===== config.mk =====
export PLATFORM = sky130hd
export DESIGN_NAME = twd_seq
export DESIGN_NICKNAME = d
export VERILOG_FILES = /design/src/rtl/twd_pkg.sv /design/src/rtl/twd_addr_ctr.sv /design/src/rtl/twd_rom.sv /design/src/rtl/twd_seq.sv
export SDC_FILE = /design/constraint.sdc
export NUM_CORES = 1
export LEC_CHECK = 0
export BUFFER_PORTS_ARGS = -buffer_cell sky130_fd_sc_hd__buf_2
export CAP_MARGIN = 20
export CORE_ASPECT_RATIO = 1.1
export CORE_UTILIZATION = 45
export DETAILED_ROUTE_END_ITERATION = 16
export PLACE_DENSITY_LB_ADDON = 0.08
export SYNTH_ARGS = -nofsm -noshare
export SYNTH_HDL_FRONTEND = slang
export SYNTH_HIERARCHICAL = 1
export SYNTH_SLANG_ARGS = --single-unit

===== constraint.sdc =====
create_clock -name clk -period 2.1 [get_ports clk]
set_input_delay 0.525 -clock clk [delete_from_list [all_inputs] [get_ports clk]]
set_output_delay 0.525 -clock clk [all_outputs]
set_load 0.02 [all_outputs]

===== src/rtl/twd_pkg.sv =====
package twd_pkg;

   localparam int MAX_STAGE = 11;
   localparam longint ONE_Q30 = 64'sd1073741824;
   localparam longint TWO_PI_Q30 = 64'sd6746518852;

   // Taylor series in Q30 for an angle in [0, pi/2]
   function automatic longint q30_trig(input longint x, input bit want_cos);
      longint x2;
      longint term;
      longint acc;
      int n;
      x2 = (x * x) >>> 30;
      if (want_cos) begin
         term = ONE_Q30;
         n = 0;
      end else begin
         term = x;
         n = 1;
      end
      acc = term;
      for (int i = 0; i < 10; i++) begin
         term = -(((term * x2) >>> 30) / longint'((n + 1) * (n + 2)));
         n = n + 2;
         acc = acc + term;
      end
      return acc;
   endfunction

   // Q30 to signed fixed point with round-half-up and clamping
   function automatic longint q30_to_fix(input longint v, input int dw, input int fw);
      longint r;
      longint hi;
      longint lo;
      r  = (v + (64'sd1 <<< (29 - fw))) >>> (30 - fw);
      hi = (64'sd1 <<< (dw - 1)) - 1;
      lo = -(64'sd1 <<< (dw - 1));
      if (r > hi) r = hi;
      if (r < lo) r = lo;
      return r;
   endfunction

   // One component of W(k) = exp(-j*2*pi*k/2^s), k < 2^(s-1)
   function automatic longint twiddle_fix(input int k, input int s, input bit want_re,
                                          input int dw, input int fw);
      longint quarter;
      longint x;
      longint c;
      longint sn;
      if (s < 2) begin
         c  = ONE_Q30;
         sn = 0;
      end else begin
         quarter = 64'sd1 <<< (s - 2);
         if (longint'(k) < quarter) begin
            x  = (TWO_PI_Q30 * longint'(k)) >>> s;
            c  = q30_trig(x, 1'b1);
            sn = q30_trig(x, 1'b0);
         end else begin
            x  = (TWO_PI_Q30 * (longint'(k) - quarter)) >>> s;
            c  = -q30_trig(x, 1'b0);
            sn = q30_trig(x, 1'b1);
         end
      end
      return want_re ? q30_to_fix(c, dw, fw) : q30_to_fix(-sn, dw, fw);
   endfunction

endpackage


===== src/rtl/twd_addr_ctr.sv =====
module twd_addr_ctr #(
   parameter int DEPTH = 16,
   parameter int AW    = 4
) (
   input  logic          clk,
   input  logic          rst,
   input  logic          en,
   output logic [AW-1:0] addr
);

   localparam logic [AW-1:0] LAST = AW'(DEPTH - 1);

   generate
      if (DEPTH == 1) begin : g_single
         always_ff @(posedge clk) begin
            if (rst || en) addr <= '0;
         end
      end else begin : g_count
         always_ff @(posedge clk) begin
            if (rst) begin
               addr <= '0;
            end else if (en) begin
               if (addr == LAST) addr <= '0;
               else              addr <= addr + AW'(1);
            end
         end
      end
   endgenerate

endmodule


===== src/rtl/twd_rom.sv =====
module twd_rom #(
   parameter int STAGE  = 5,
   parameter int DATA_W = 16,
   parameter int FRAC_W = 15,
   parameter bit IS_RE  = 1'b1,
   parameter int DEPTH  = 16,
   parameter int AW     = 4
) (
   input  logic [AW-1:0]            addr,
   output logic signed [DATA_W-1:0] q
);

   logic signed [DATA_W-1:0] tbl [DEPTH];

   generate
      for (genvar i = 0; i < DEPTH; i++) begin : g_entry
         localparam longint VAL = twd_pkg::twiddle_fix(i, STAGE, IS_RE, DATA_W, FRAC_W);
         assign tbl[i] = DATA_W'(VAL);
      end

      if (DEPTH == 1) begin : g_one
         logic unused_addr;
         assign unused_addr = |addr;
         assign q = tbl[0];
      end else begin : g_many
         assign q = tbl[addr];
      end
   endgenerate

endmodule


===== src/rtl/twd_seq.sv =====
module twd_seq #(
   parameter int STAGE  = 5,
   parameter int DATA_W = 16,
   parameter int FRAC_W = 15,
   localparam int DEPTH = 1 << (STAGE - 1),
   localparam int AW    = (STAGE > 1) ? (STAGE - 1) : 1
) (
   input  logic                     clk,
   input  logic                     rst,
   input  logic                     en,
   output logic [AW-1:0]            addr_o,
   output logic signed [DATA_W-1:0] tw_re_o,
   output logic signed [DATA_W-1:0] tw_im_o
);

   generate
      if (STAGE < 1 || STAGE > twd_pkg::MAX_STAGE) begin : g_bad_stage
         $error("twd_seq: STAGE out of range");
      end
      if (FRAC_W != DATA_W - 1 || FRAC_W > 29 || DATA_W < 4) begin : g_bad_width
         $error("twd_seq: unsupported word format");
      end
   endgenerate

   twd_addr_ctr #(
      .DEPTH(DEPTH),
      .AW   (AW)
   ) u_ctr (
      .clk (clk),
      .rst (rst),
      .en  (en),
      .addr(addr_o)
   );

   twd_rom #(
      .STAGE (STAGE),
      .DATA_W(DATA_W),
      .FRAC_W(FRAC_W),
      .IS_RE (1'b1),
      .DEPTH (DEPTH),
      .AW    (AW)
   ) u_rom_re (
      .addr(addr_o),
      .q   (tw_re_o)
   );

   twd_rom #(
      .STAGE (STAGE),
      .DATA_W(DATA_W),
      .FRAC_W(FRAC_W),
      .IS_RE (1'b0),
      .DEPTH (DEPTH),
      .AW    (AW)
   ) u_rom_im (
      .addr(addr_o),
      .q   (tw_im_o)
   );

endmodule


Word-level counts from Yosys, hierarchy flattened
Memory sizes are Yosys's and may differ from the RTL's.
Index checks and enable logic that the tools add are counted.
{"block": "word_totals", "output_inout_bits": 36, "wordCells": 12, "inputBits": 3, "reg_bits": 4, "romBits": 512, "n_memories": 2}
{"block": "classes", "eq_ne": 1, "muxes": 5, "n_addsub": 1, "order_cmp": 1, "bitwise": 1}
{"memory": "(no name shown)", "words": 16, "word_bits": 16, "read_ports": 1, "rd_clocked_by_memory_dff": 0, "wr": 0, "line_no": "twd_rom.sv:26", "text": "assign q = tbl[addr];"}
{"memory": "(no name shown)", "words": 16, "word_bits": 16, "read_ports": 1, "rd_clocked_by_memory_dff": 0, "wr": 0, "line_no": "twd_rom.sv:26"}
{"op": "16-bit 2-to-1 mux", "n": 4}
{"op": "5-bit greater-or-equal comparator (second input constant)", "n": 1}
{"op": "4-bit inverter with 5-bit output", "n": 1}
{"op": "4-bit by 1-bit adder with 4-bit output (second input constant)", "n": 1}
{"op": "4-bit == test (second input constant)", "n": 1}
{"op": "4-bit 2-to-1 mux", "n": 1}

Longest topological paths before layout
{"block": "logic_depth", "depth_word": 4, "ltp_mapped": 5, "mapped_depth_nobuf": 5}

Hierarchy
The synthesis kept the hierarchy.
{"mod": "twd_rom (u_rom_re)", "area_per_inst_um2": 460.4, "seq_area_each_um2": 0.0, "n_inst": 1, "cells_each": 66}
{"mod": "twd_rom (u_rom_im)", "area_per_inst_um2": 434.2, "seq_area_each_um2": 0.0, "n_inst": 1, "cells_each": 58}
{"mod": "twd_addr_ctr", "area_per_inst_um2": 180.2, "seq_area_each_um2": 80.1, "n_inst": 1, "cells_each": 20}

Worst setup path after synthesis
OpenSTA, ideal clock, no wires.
{"block": "synth_timing", "path_type": "reg2out", "start": "register u_ctr.addr[0]", "end": "output tw_im_o[6]", "t_arrival_ns": 2.054, "path_buffers": 0, "path_slack_ns": -0.479, "stages_incl_launch_ff": 6, "t_required_ns": 1.575, "path_cell_list": "dfxtp_1 -> inv_1 -> ha_1 -> nand2_1 -> o21ai_0 -> o21ai_0"}
{"block": "synth_via", "elab_chain_cells": 4}
{"element": "start, declared", "line_no": "twd_addr_ctr.sv:8", "text": "output logic [AW-1:0] addr"}
{"element": "start signal, assigned", "line_no": "twd_addr_ctr.sv:24", "text": "else addr <= addr + AW'(1);"}
{"element": "4-bit inverter with 5-bit output (not written as such)", "line_no": "twd_rom.sv:26"}
{"element": "memory read 16 x 16 bit"}
{"element": "16-bit 2-to-1 mux (not written as such) (2 in a row)", "line_no": "twd_rom.sv:26"}
{"element": "end, declared", "line_no": "twd_seq.sv:13", "text": "output logic signed [DATA_W-1:0] tw_im_o"}
Every way passes these cells. The select of a mux whose other input is x is not followed.

Final worst setup path
{"block": "layout_timing", "start": "register u_ctr.addr[0]", "end": "output tw_im_o[9]"}
The elaborated chain is that of the path after synthesis.

==> impl_metrics.ini <==
[setup_path]
worstSetupStartpointType = flip-flop
arrival_ns = 1.62
path_cells = clkinvlp_4 > ha_4 > mux4_2 > buf_6
end_kind = primary output
cpPeakStageDelay_ns = 0.46
path_class = flip-flop to primary output
reg2reg_depth = 4
r2r_end = u_ctr/addr[3]$_SDFFE_PP0P_
crit_path_top_delay_cell = mux4_2
worstPathRequired_ns = 1.57
path_max_fanout = 7
reg2reg_slack_ns = 0.92
cpLargestDelayFamily = multiplexers
worst-path-buf-inv = 2
r2r-start = u_ctr/addr[3]$_SDFFE_PP0P_

[floorplanning]
rows = 18
die_width_um = 48.60
ios = 39
core_sq_mm = 0.002252
dieArea_sq_mm = 0.002588
start_util_pct = 47.72
die_y_um = 53.26

[power]
power.density_mw_per_mm2 = 323.8
pwr-share-comb_pct = 63.7
vdd_drop_max_mv = 0.2823
seqPwrFrac_pct = 17.1
p_sw_mw = 0.2204
p_leak_nw = 0.6773
internal-power_mw = 0.2837
pwr-share-clk_pct = 19.2
swShare_pct = 43.72

[clock_network]
cts-root-buf = clkbuf_4
clockBufferDepth = 2
cts_hold_buf = 0
htree_levels = 1
clk_latency_ns = 0.24
tritoncts = done
cts-buffers-inserted = 3
cts_sinks = 4
clk_pin_slew_ns = 0.04

[routing]
ant_nets = 0
vias = 1206
dr.pass1.iters = 4
routed_via_density = 5.336
wl_per_cell_um = 11.94
drt_iter0_drc = 17
drt_wl_total_mm = 2.699
drc_errors = 0

[sta]
tightest_slew_ns = 0.2063
period_needed_ns = 2.146
slew_viol_final = 0
max_freq_ghz = 0.4659
maxSlewHeadroom_pct = 86.03
final.setup.tns_ns = -0.1520
hold_violations = 0
finalCritPeriodShare_pct = 102.2
finalSetupViolations = 4
clock_skew_ns = 0.004509
worst_slack_ns = -0.04644
grt_setup_unrepaired = yes

[global_route]
grt_max_degree = 22
grt.overflow.total = 0
antenna_found_initial = 0
grt_first_pass_wirelength_mm = 4.291
grtUsageTotal_pct = 21.41
grt_pass1_vias = 969

[placement]
placed_area_sq_mm = 0.001321
preCtsSetupSlack_ns = 0.05285
dp.cells = 215
dpl.hpwl_mm = 1.841
io_buffers = 38
place_congestion = 0.7670

[hold_path]
hp-start = rst
whs_endpoint = u_ctr/addr[0]$_SDFFE_PP0P_
hold_path_class = input port to flip-flop
holdPathStages = 2

[flow_run]
cap_violations = 0

[synth]
syn-num-nets = 164
yosysTopAreaCell = ha_1
yosys_warnings = 6
yosys-top-cells-count = 19 x a21oi_1, 17 x ha_1, 12 x o21ai_0, 11 x nand2_1, 10 x nor2_1
yosysTopAreaCellShare_pct = 19.79
seq_area_frac_synth_pct = 7.451
async_reset_ff_share_pct = 0
syn-mean-instance-area_sq_um = 7.464
synthDistinctLibCells = 38
yosysMostFrequentCell = a21oi_1
synth_edf_count = 0
yosys_register_bits = 4
synth.cell_area_sq_mm = 0.001075
yosys-top-cells-area = ha_1 20%, a21oi_1 8.8%, dfxtp_1 7.5%
synthFlopType = dfxtp_1
synthCells = 144

[final_layout]
fin_cells = 226
final_nets = 218
diodes = 0
drive_above_1_share_pct = 48.98
final_area_sq_mm = 0.001556
areaGrowthSynthToFinish_pct = 44.82
reg_top3 = u_ctr/addr: 4 flops
regMostFlops = u_ctr/addr
largest_reg_flops = 4

[status]
violations = setup timing
outcome = finished, violations left
-- power groups by stage --
stage	registers [mW]	clock network, mW	logic (mW)
2_1_floorplan	0.0990	0	0.173
3_3_place_gp	0.0867	0	0.266
3_5_place_dp	0.0870	0	0.270
4_1_cts	0.0862	0.103	0.311
5_1_grt	0.0870	0.115	0.350
6_report	0.0864	0.0966	0.321
-- per-layer routing --
metal / vias up / routed length, um / track usage, %
li1: 622 / - / -
met1: 553 / 1308 / 28.45
met2: 29 / 1286 / 34.27
met3: 2 / 86 / 4.023
met4: 0 / 18 / 8.333
met5: - / 0 / 0
-- through the flow --
step | power (mW) | hold WS [ns] | util (%)
5_1_grt | 0.5526 | 0.4705 | 69.11
6_report | 0.5040 | 0.4890 | 69.11
3_3_place_gp | 0.3527 | 0.6419 | 58.67
2_1_floorplan | 0.2716 | 0.5844 | -
3_5_place_dp | 0.3566 | 0.6491 | 58.67
4_1_cts | 0.4996 | 0.4757 | 65.89
-- cell type report --
class,instances,area [sq um]
Multi-Input combinational cell,120,962.2
Fill cell,199,695.7
Timing Repair Buffer,59,399.1
Sequential cell,4,91.34
Inverter,10,43.79
Tap cell,30,37.54
Clock buffer,3,22.52
-- kinds of logic after synthesis --
family | Yosys count | synth area share, %
AO/OA/AOI/OAI | 49 | 27.47
AND/OR/NAND/NOR | 42 | 20.26
buffers and inverters | 20 | 11.64
adder cells (fa/ha/maj) | 17 | 19.79
multiplexers | 10 | 11.76
flip-flops | 4 | 7.451
XOR/XNOR | 2 | 1.630
-- worst reg2reg max path, cell delays in order (launching register included) --
cell and delay [ns]:
dfxtp_1 0.32, buf_6 0.16, buf_4 0.14, or3_1 0.36
a21oi_1 0.13
-- worst max-delay path by stage --
| stage | startpoint | end | slack (ns) | cells past startpoint |
|---|---|---|---|---|
| floorplan | u_ctr/addr[0]$_SDFFE_PP0P_ | tw_re_o[5] | 0.0002 | 4 |
| global placement | u_ctr/addr[0]$_SDFFE_PP0P_ | tw_re_o[2] | 0.11 | 5 |
| detailed placement | u_ctr/addr[0]$_SDFFE_PP0P_ | tw_re_o[2] | 0.05 | 5 |
| CTS | u_ctr/addr[0]$_SDFFE_PP0P_ | tw_im_o[9] | -0.06 | 4 |
| global route | u_ctr/addr[2]$_SDFFE_PP0P_ | tw_re_o[2] | -0.14 | 5 |
| finish | u_ctr/addr[0]$_SDFFE_PP0P_ | tw_im_o[9] | -0.05 | 4 |
-- timing repair --
action | 4_1_cts | 5_1_grt
endpoints found under the setup margin | 16 | 20
gates resized for setup | 26 | 18
pin swaps | 5 | 3
buffers inserted | 5 | 3
-- layout by cell type, fill, tap and decap left out, types with 2 or more instances in the layout --
cell type,netlist,final
a21oi_1,19,19
a31oi_1,2,2
buf_2,3,28
buf_4,2,24
buf_6,3,7
clkbuf_4,0,3
dfxtp_4,0,3
ha_1,17,9
ha_2,0,4
ha_4,0,4
inv_1,9,5
inv_2,1,3
mux2i_1,7,7
mux4_2,2,2
nand2_1,11,11
nand2_2,2,2
nand2b_1,3,3
nand3_1,2,2
nor2_1,10,7
nor2_2,0,2
nor3_2,0,3
o211ai_1,6,6
o21a_1,3,3
o21ai_0,12,8
o21ai_1,0,4
or3_1,4,3
xor2_1,2,2
Power figures use the tool's default switching activity.
